File: config.mk
export PLATFORM = sky130hd
export DESIGN_NAME = spi_aff_router
export DESIGN_NICKNAME = d
export VERILOG_FILES = /design/src/rtl/spi_route_pkg.sv /design/src/rtl/spi_route_match.sv /design/src/rtl/spi_route_entry.sv /design/src/rtl/spi_route_cpu_map.sv /design/src/rtl/spi_aff_router.sv
export SDC_FILE = /design/constraint.sdc
export NUM_CORES = 2
export LEC_CHECK = 0
export ABC_AREA = 0
export BUFFER_PORTS_ARGS = -buffer_cell sky130_fd_sc_hd__buf_2
export CORE_AREA = 5 5 335 337
export CTS_CLUSTER_SIZE = 20
export DETAILED_ROUTE_END_ITERATION = 6
export DIE_AREA = 0 0 340 342
export PLACE_DENSITY = 0.8
export SETUP_SLACK_MARGIN = 0.15
export SLEW_MARGIN = 20
export SYNTH_ARGS = -nofsm -noshare
export SYNTH_HDL_FRONTEND = slang
export SYNTH_HIERARCHICAL = 1
export SYNTH_SLANG_ARGS = --single-unit
File: constraint.sdc
create_clock -name clk_i -period 3.25 [get_ports clk_i]
set_clock_uncertainty 0.1 [all_clocks]
set_input_delay 0.1625 -clock clk_i [delete_from_list [all_inputs] [get_ports clk_i]]
set_output_delay 0.1625 -clock clk_i [all_outputs]
set_load 0.01 [all_outputs]
File: src/rtl/spi_route_pkg.sv
package spi_route_pkg;
  localparam int unsigned IDX_W = 8;
  localparam int unsigned AFF_W = 32;
  typedef logic [IDX_W-1:0] cpu_idx_t;
  typedef logic [AFF_W-1:0] aff_t;
  localparam cpu_idx_t IDX_NONE = 8'hFF;
  // window starts after the slots of the first 32 interrupt IDs
  localparam int unsigned WIN_BASE = 32 * 8;
endpackage

File: src/rtl/spi_route_match.sv
module spi_route_match
  import spi_route_pkg::*;
#(
  parameter int unsigned NUM_CPU = 4,
  parameter logic [NUM_CPU-1:0][AFF_W-1:0] CPU_AFF = '0
) (
  input  aff_t     aff_i,
  output cpu_idx_t idx_o,
  output logic     hit_o
);
  // lowest CPU index wins on duplicate affinities
  always_comb begin
    hit_o = 1'b0;
    idx_o = IDX_NONE;
    for (int k = NUM_CPU - 1; k >= 0; k--) begin
      if (aff_i == CPU_AFF[k]) begin
        hit_o = 1'b1;
        idx_o = cpu_idx_t'(k);
      end
    end
  end
endmodule

File: src/rtl/spi_route_entry.sv
module spi_route_entry
  import spi_route_pkg::*;
#(
  parameter aff_t RST_AFF = '0
) (
  input  logic     clk_i,
  input  logic     rst_ni,
  input  logic     wr_i,
  input  aff_t     aff_i,
  input  cpu_idx_t idx_i,
  output aff_t     aff_o,
  output cpu_idx_t idx_o,
  output logic     vld_o
);
  aff_t     aff_q;
  cpu_idx_t idx_q;

  always_ff @(posedge clk_i or negedge rst_ni) begin
    if (!rst_ni) begin
      aff_q <= RST_AFF;
      idx_q <= '0;
    end else if (wr_i) begin
      aff_q <= aff_i;
      idx_q <= idx_i;
    end
  end

  assign aff_o = aff_q;
  assign idx_o = idx_q;
  assign vld_o = (idx_q != IDX_NONE);
endmodule

File: src/rtl/spi_route_cpu_map.sv
module spi_route_cpu_map
  import spi_route_pkg::*;
#(
  parameter int unsigned NUM_CPU = 4,
  parameter int unsigned NUM_SPI = 32,
  localparam int unsigned SEL_W = (NUM_SPI > 1) ? $clog2(NUM_SPI) : 1
) (
  input  logic                            clk_i,
  input  logic                            rst_ni,
  input  logic                            wr_i,
  input  logic [SEL_W-1:0]                sel_i,
  input  cpu_idx_t                        old_idx_i,
  input  cpu_idx_t                        new_idx_i,
  input  logic                            new_hit_i,
  output logic [NUM_CPU-1:0][NUM_SPI-1:0] map_o
);
  for (genvar c = 0; c < NUM_CPU; c++) begin : g_cpu
    logic [NUM_SPI-1:0] map_q;
    logic [NUM_SPI-1:0] map_d;

    always_comb begin
      map_d = map_q;
      if (wr_i) begin
        // clear in the previous owner first, then set in the new one
        if (old_idx_i == cpu_idx_t'(c)) map_d[sel_i] = 1'b0;
        if (new_hit_i && new_idx_i == cpu_idx_t'(c)) map_d[sel_i] = 1'b1;
      end
    end

    always_ff @(posedge clk_i or negedge rst_ni) begin
      if (!rst_ni) map_q <= (c == 0) ? '1 : '0;
      else         map_q <= map_d;
    end

    assign map_o[c] = map_q;
  end
endmodule

File: src/rtl/spi_aff_router.sv
module spi_aff_router
  import spi_route_pkg::*;
#(
  parameter int unsigned NUM_SPI = 32,
  parameter int unsigned NUM_CPU = 4,
  parameter int unsigned ADDR_W  = 16,
  parameter logic [NUM_CPU-1:0][AFF_W-1:0] CPU_AFF =
    {32'h0000_0103, 32'h0000_0102, 32'h0000_0101, 32'h0000_0100}
) (
  input  logic                            clk_i,
  input  logic                            rst_ni,
  input  logic                            req_i,
  input  logic                            we_i,
  input  logic [ADDR_W-1:0]               addr_i,
  input  logic [31:0]                     wdata_i,
  output logic [31:0]                     rdata_o,
  output logic [NUM_SPI-1:0][7:0]         tgt_idx_o,
  output logic [NUM_SPI-1:0]              tgt_vld_o,
  output logic [NUM_CPU-1:0][NUM_SPI-1:0] cpu_map_o
);
  localparam int unsigned SEL_W     = (NUM_SPI > 1) ? $clog2(NUM_SPI) : 1;
  localparam int unsigned WIN_BYTES = 8 * NUM_SPI;

  // one code is reserved for "no target"; the offset math needs room for the index
  if (NUM_CPU > 255 || NUM_CPU < 1) begin : g_bad_cpu
    $error("NUM_CPU must be 1..255");
  end
  if (SEL_W + 3 > ADDR_W) begin : g_bad_addr
    $error("ADDR_W too small for NUM_SPI");
  end

  // extra top bit so an address below the window wraps to a large offset
  logic [ADDR_W:0]  off;
  logic             in_win;
  logic             lo_word;
  logic [SEL_W-1:0] sel;
  logic             wr_hit;

  assign off     = {1'b0, addr_i} - (ADDR_W+1)'(WIN_BASE);
  assign in_win  = off < (ADDR_W+1)'(WIN_BYTES);
  assign lo_word = ~off[2];
  assign sel     = off[SEL_W+2:3];
  assign wr_hit  = req_i && we_i && in_win && lo_word;

  // a single matcher serves the one write per cycle
  cpu_idx_t new_idx;
  logic     new_hit;

  spi_route_match #(.NUM_CPU(NUM_CPU), .CPU_AFF(CPU_AFF)) u_match (
    .aff_i (wdata_i),
    .idx_o (new_idx),
    .hit_o (new_hit)
  );

  aff_t     aff_arr [NUM_SPI];
  cpu_idx_t idx_arr [NUM_SPI];

  for (genvar s = 0; s < NUM_SPI; s++) begin : g_ent
    logic ent_wr;
    assign ent_wr = wr_hit && (sel == SEL_W'(s));

    spi_route_entry #(.RST_AFF(CPU_AFF[0])) u_ent (
      .clk_i  (clk_i),
      .rst_ni (rst_ni),
      .wr_i   (ent_wr),
      .aff_i  (wdata_i),
      .idx_i  (new_idx),
      .aff_o  (aff_arr[s]),
      .idx_o  (idx_arr[s]),
      .vld_o  (tgt_vld_o[s])
    );

    assign tgt_idx_o[s] = idx_arr[s];
  end

  spi_route_cpu_map #(.NUM_CPU(NUM_CPU), .NUM_SPI(NUM_SPI)) u_map (
    .clk_i     (clk_i),
    .rst_ni    (rst_ni),
    .wr_i      (wr_hit),
    .sel_i     (sel),
    .old_idx_i (idx_arr[sel]),
    .new_idx_i (new_idx),
    .new_hit_i (new_hit),
    .map_o     (cpu_map_o)
  );

  logic [31:0] rdata_q;
  always_ff @(posedge clk_i or negedge rst_ni) begin
    if (!rst_ni)                                  rdata_q <= '0;
    else if (req_i && !we_i && in_win && lo_word) rdata_q <= aff_arr[sel];
    else                                          rdata_q <= '0;
  end
  assign rdata_o = rdata_q;
endmodule

; Word level (Yosys, flattened, before mapping)
; Index checks and enable logic that the tools add are counted.
[totals]
reg_bits = 1440
latch_bits = 0
mem_bits_rw = 0
rom_bits = 0
output_inout_bits = 448
wordCells = 234
mem_count = 0
[op_classes]
add_sub_neg = 1
mul = 0
div_mod_pow = 0
magnitude_cmp = 4
n_eq_ne = 73
n_shift = 0
mux = 29
bitwise_logic = 11
n_reduce_logical = 47
[ops]
columns = cell, count
row1 = $mux 32, 15
row2 = $ne 8x8->1 const B, 32
row3 = $bmux 32 s5, 1
row4 = $and 32x32->32, 4
row5 = $eq 32x9->1 const B, 4
row6 = $or 32x32->32, 4
row7 = $eq 5x5->1 const B, 16
row8 = $mux 8, 6
row9 = $logic_and 1x1->1, 43
row10 = $bmux 8 s5, 1
row11 = $eq 5x4->1 const B, 8
row12 = $eq 8x2->1 const B, 4
row13 = $not 32->32, 1
row14 = $eq 5x3->1 const B, 4
row15 = $lt 17x9->1 const B, 1
row16 = $sub 16x9->17 const B, 1
row17 = $eq 8x1->1 const B, 2
row18 = $logic_not 8->1, 2
row19 = $eq 5x2->1 const B, 2
row20 = $ge 6x6->1 const B, 1
row21 = $lt 5x6->1 const B, 1
row22 = $not 5->6, 1
row23 = $demux 1 s5, 1
row24 = $eq 5x1->1 const B, 1
row25 = 5 further kinds, 9

; Depth between registers and ports, before layout
[logic_depth]
ltp_word = 11
mapped_depth = 11
mapped_depth_nobuf = 9

; Cells and area by module
; Netlist, hierarchy kept.
[modules_own_cells]
columns = module, n_inst, cells_per_inst, area_each_um2, seq_area_each_um2
row1 = spi_route_entry, 32, 87, 1516.5, 1002.2
row2 = spi_aff_router, 1, 790, 10948.0, 800.8
row3 = spi_route_cpu_map, 1, 500, 5187.5, 3243.1
row4 = spi_route_match, 1, 21, 142.6, 0.0

; Least setup slack after synthesis
; No wires, ideal clock.
[synth_timing]
path_kind = input to register
start = input wdata_i[11]
end = register (tool-made name)
setup_ns = 0.079
t_arrival_ns = 3.141
t_required_ns = 3.071
path_slack_ns = -0.069
stages = 8
path_buffers = 1
path_cell_list = or4_1 -> nor2_2 -> nand4_1 -> buf_4 -> or4_4 -> nor3_4 -> nand2_1 -> o21ai_0
[synth_rtl]
columns = item, line
row1 = from (decl), spi_aff_router.sv:15  ; input logic [31:0] wdata_i,

==> results.toml <==
[synth]
synth_warnings = 6
syn_avg_cell_area_um2 = 15.83
syn_nets = 4148
synth.cell_area_um2 = 64800
syn-instance-count = 4095
ys_types = 50
synth-edff-count = 0
synthArstFlopShare_pct = 100.0
ys_ff_latch = 1440
ys_seq_area_share_pct = 55.73
synth_ff_type = "dfrtp_1"

[routing]
vias = 43292
post_drt_wl_per_cell_um = 31.74
wl_met1_um = 76150
wl_met3_um = 17930
routed_wl_um = 204700
ant_nets = 0
drt_iter0_drc = 4190
route.detailed.drc = 0
first_pass_iters = 5
top_layer_used = "met5"
vias_per_cell = 6.714
wl_met2_um = 96940

[clock_network]
cts_max_level = 4
clk_pin_slew_worst_paths_ps = 60
cts_buffers = 148
root_buffer = "clkbuf_16"
clock-sinks = 1440
clk_latency_ps = 790
cts_tree = "done"
clk_path_buf_depth = 3

[critical_path]
reg2reg_depth = 10
crit_type = "reg -> reg"
r2r_slack_ps = 10
path_cells = "mux4_2 -> mux4_2 -> mux2_4 -> nor4_4 -> buf_4 -> nand4_1 -> buf_6 -> clkbuf_16 -> o21ai_1 -> o21ai_1"
r2r-start = "g_ent[4].u_ent/idx_o[5]$_DFFE_PN0P_"
required_ps = 3800
endpoint_kind = "register"
cp-start-kind = "register"
max_stage_delay_ps = 520
path_max_fanout = 8
crit_family = "multiplexers"
cp.depth = 10
crit_slowest_cell = "mux4_2"
cp_num_buf_inv = 3
crit_arrival_ps = 3790

[timing]
setup_viol = 0
period_share_pct = 99.68
relSlewSlack_pct = 39.71
final-hold-violation-count = 0
tightest_slew_ps = 904.3
min_period_ps = 3240
drv_slew = 0
fmax_mhz = 308.7
rsz0062_at_grt = "yes"

[power_and_ir_drop]
p_sw_w = 0.008495
internal_power_w = 0.02872
power_frac_comb_pct = 3.8
ir_worst_vdd_uv = 457.7
cellPowerDensity_nw_per_um2 = 482.4
seq_power_share_pct = 48.2
total_power_w = 0.03722
cellLeakagePower_nw = 37.94
clockPowerShare_pct = 48.0
swShare_pct = 22.82

[place]
gp_congestion = 0.9651
hpwl_um = 127400
place_area_um2 = 71090
place_inst = 6111
io_buffers = 497

[hold_path]
hold_depth = 3
hold_class = "in -> reg"
hold_path_end = "g_ent[6].u_ent/aff_o[5]$_DFFE_PN0P_"
hold_path.startpoint = "wdata_i[5]"

[cells_and_area]
instances_no_fill = 6448
fill_cells = 6755
final_common_cell = "dfrtp_1"
area_growth_pct = 19.04
layout_common_cells = "1370 x dfrtp_1, 1286 x mux2_2, 494 x buf_2"
seq_area_um2 = 36120
drive_gt1_share_pct = 59.10
final_design_area_no_fill_um2 = 77150
finalNetCount = 4957
multi_input_area_um2 = 26940

[global_routing]
grt_pass1_wl_um = 303500
groute.usage.overall_pct = 35.07
antenna_found_initial = 11
overflow = 0
grt_max_degree = 192
grt_pass1_vias = 44984

[flow_run]
max-cap-violations = 0

[floorplanning]
pin_count = 500
fp.coreArea_um2 = 108600
dieArea_um2 = 116300
num_rows = 121
start_util_pct = 59.70
chipHeight_um = 342
die_w_um = 340

[outcome]
status = "completed"
[area by class of cell]
type	count	share of cell area (%)
clock inverter	56	1.163
multi-input combinational	2372	34.92
timing repair buffer	939	9.222
tap	1414	2.293
clock buffer	219	5.550
antenna	5	0.01622
sequential	1440	46.82
inverter	3	0.01460
[registers in the layout, indices dropped and copies added, names as in the netlist, named ones only]
signal / count
u_map/g_cpu.map_q: 35
g_ent.u_ent/aff_o: 1024
g_ent.u_ent/idx_o: 256
rdata_o: 32
[power groups by stage]
stage	Combinational [W]	Clock [W]	Sequential [W]
floorplan	0.000486	0	0.0183
global placement	0.00135	0	0.0183
detailed placement	0.00136	0	0.0183
CTS	0.00140	0.0180	0.0180
global route	0.00152	0.0188	0.0179
finish	0.00141	0.0179	0.0180
[stage by stage]
step	util (%)	hold slack [ps]	setup slack, ps	setup TNS, ps
after floorplan	-	-233.1	1.024	0
after global placement	65.49	141.6	-190.9	-14340
after detailed placement	65.49	135.9	-384.0	-22380
after CTS	70.70	50.29	99.54	0
after global routing	71.06	76.47	-19.35	-38.53
final	71.07	94.37	10.35	0
[what timing repair did]
item                                    in CTS  in global routing
hold endpoints to repair                  1796                  0
hold buffers                                36                  0
cloned                                       1                  4
resized for setup                           48                198
endpoints found under the setup margin     125                133
pin swaps                                    7                 23
buffers inserted                             9                  7
[tightest hold or removal path: cells and delay by family]
family	cells	cell delay, ps
buf+inv	2	470
mux	1	280
[worst max path at each step]
| stage | from | end | slack [ps] |
|---|---|---|---|
| after global placement | addr_i[3] | u_map/g_cpu[2].map_q[20]$_DFFE_PN0P_ | -190 |
| after CTS | g_ent[30].u_ent/idx_o[2]$_DFFE_PN0P_ | register | 100 |
| after global routing | g_ent[11].u_ent/idx_o[5]$_DFFE_PN0P_ | register | -20 |
| final | g_ent[4].u_ent/idx_o[5]$_DFFE_PN0P_ | register | 10 |
| after detailed placement | addr_i[3] | u_map/g_cpu[2].map_q[21]$_DFFE_PN0P_ | -380 |
| after floorplan | wdata_i[11] | register | 1 |
[layer usage]
metal | GRT usage, % | vias up
met3 | 8.051 | 704
met4 | 19.93 | 8
met1 | 45.96 | 22984
li1 | - | 17166
met2 | 54.72 | 2430
met5 | 0 | -
[synth_stat cells, types with 2 or more instances]
| library cell | n | area share, % |
|---|---|---|
| a211oi_1 | 2 | 0.023 |
| a22o_1 | 31 | 0.42 |
| a22oi_1 | 124 | 1.4 |
| and2_1 | 3 | 0.029 |
| and3_1 | 2 | 0.019 |
| and3b_1 | 6 | 0.081 |
| and4_1 | 2 | 0.027 |
| buf_1 | 8 | 0.046 |
| buf_2 | 31 | 0.24 |
| buf_4 | 17 | 0.20 |
| buf_6 | 142 | 2.5 |
| clkbuf_1 | 78 | 0.45 |
| clkbuf_2 | 4 | 0.031 |
| dfrtp_1 | 1376 | 53 |
| dfstp_2 | 64 | 2.6 |
| inv_1 | 3 | 0.017 |
| mux2_2 | 1289 | 22 |
| mux2i_1 | 2 | 0.031 |
| mux4_2 | 335 | 12 |
| nand2_1 | 101 | 0.59 |
| nand2_2 | 7 | 0.068 |
| nand2b_1 | 5 | 0.048 |
| nand3_1 | 2 | 0.015 |
| nand3b_1 | 4 | 0.046 |
| nand4_1 | 79 | 0.76 |
| nand4b_1 | 7 | 0.095 |
| nor2_1 | 33 | 0.19 |
| nor2b_1 | 6 | 0.058 |
| nor3_1 | 12 | 0.093 |
| nor3_4 | 2 | 0.050 |
| nor3b_1 | 5 | 0.058 |
| nor3b_2 | 2 | 0.039 |
| nor4_1 | 6 | 0.058 |
| nor4b_1 | 2 | 0.027 |
| o21ai_0 | 250 | 1.9 |
| o21ai_1 | 7 | 0.054 |
| or2_2 | 32 | 0.31 |
| or4_1 | 2 | 0.023 |
[cell families (layout without fill, tap and decap cells)]
kind of cell | after synthesis | count (layout) | share of synthesized area (%)
muxes | 1626 | 1626 | 34.07
DFF | 1440 | 1440 | 55.73
AOI/OAI and AO/OA | 415 | 415 | 3.879
and+or+nand+nor | 329 | 329 | 2.838
buffers and inverters | 283 | 1217 | 3.450
adders and majority gates | 1 | 1 | 0.01930
xor gates and xnor gates | 1 | 1 | 0.01352
other | 0 | 5 | 0
(Power assumes the default switching activity.)
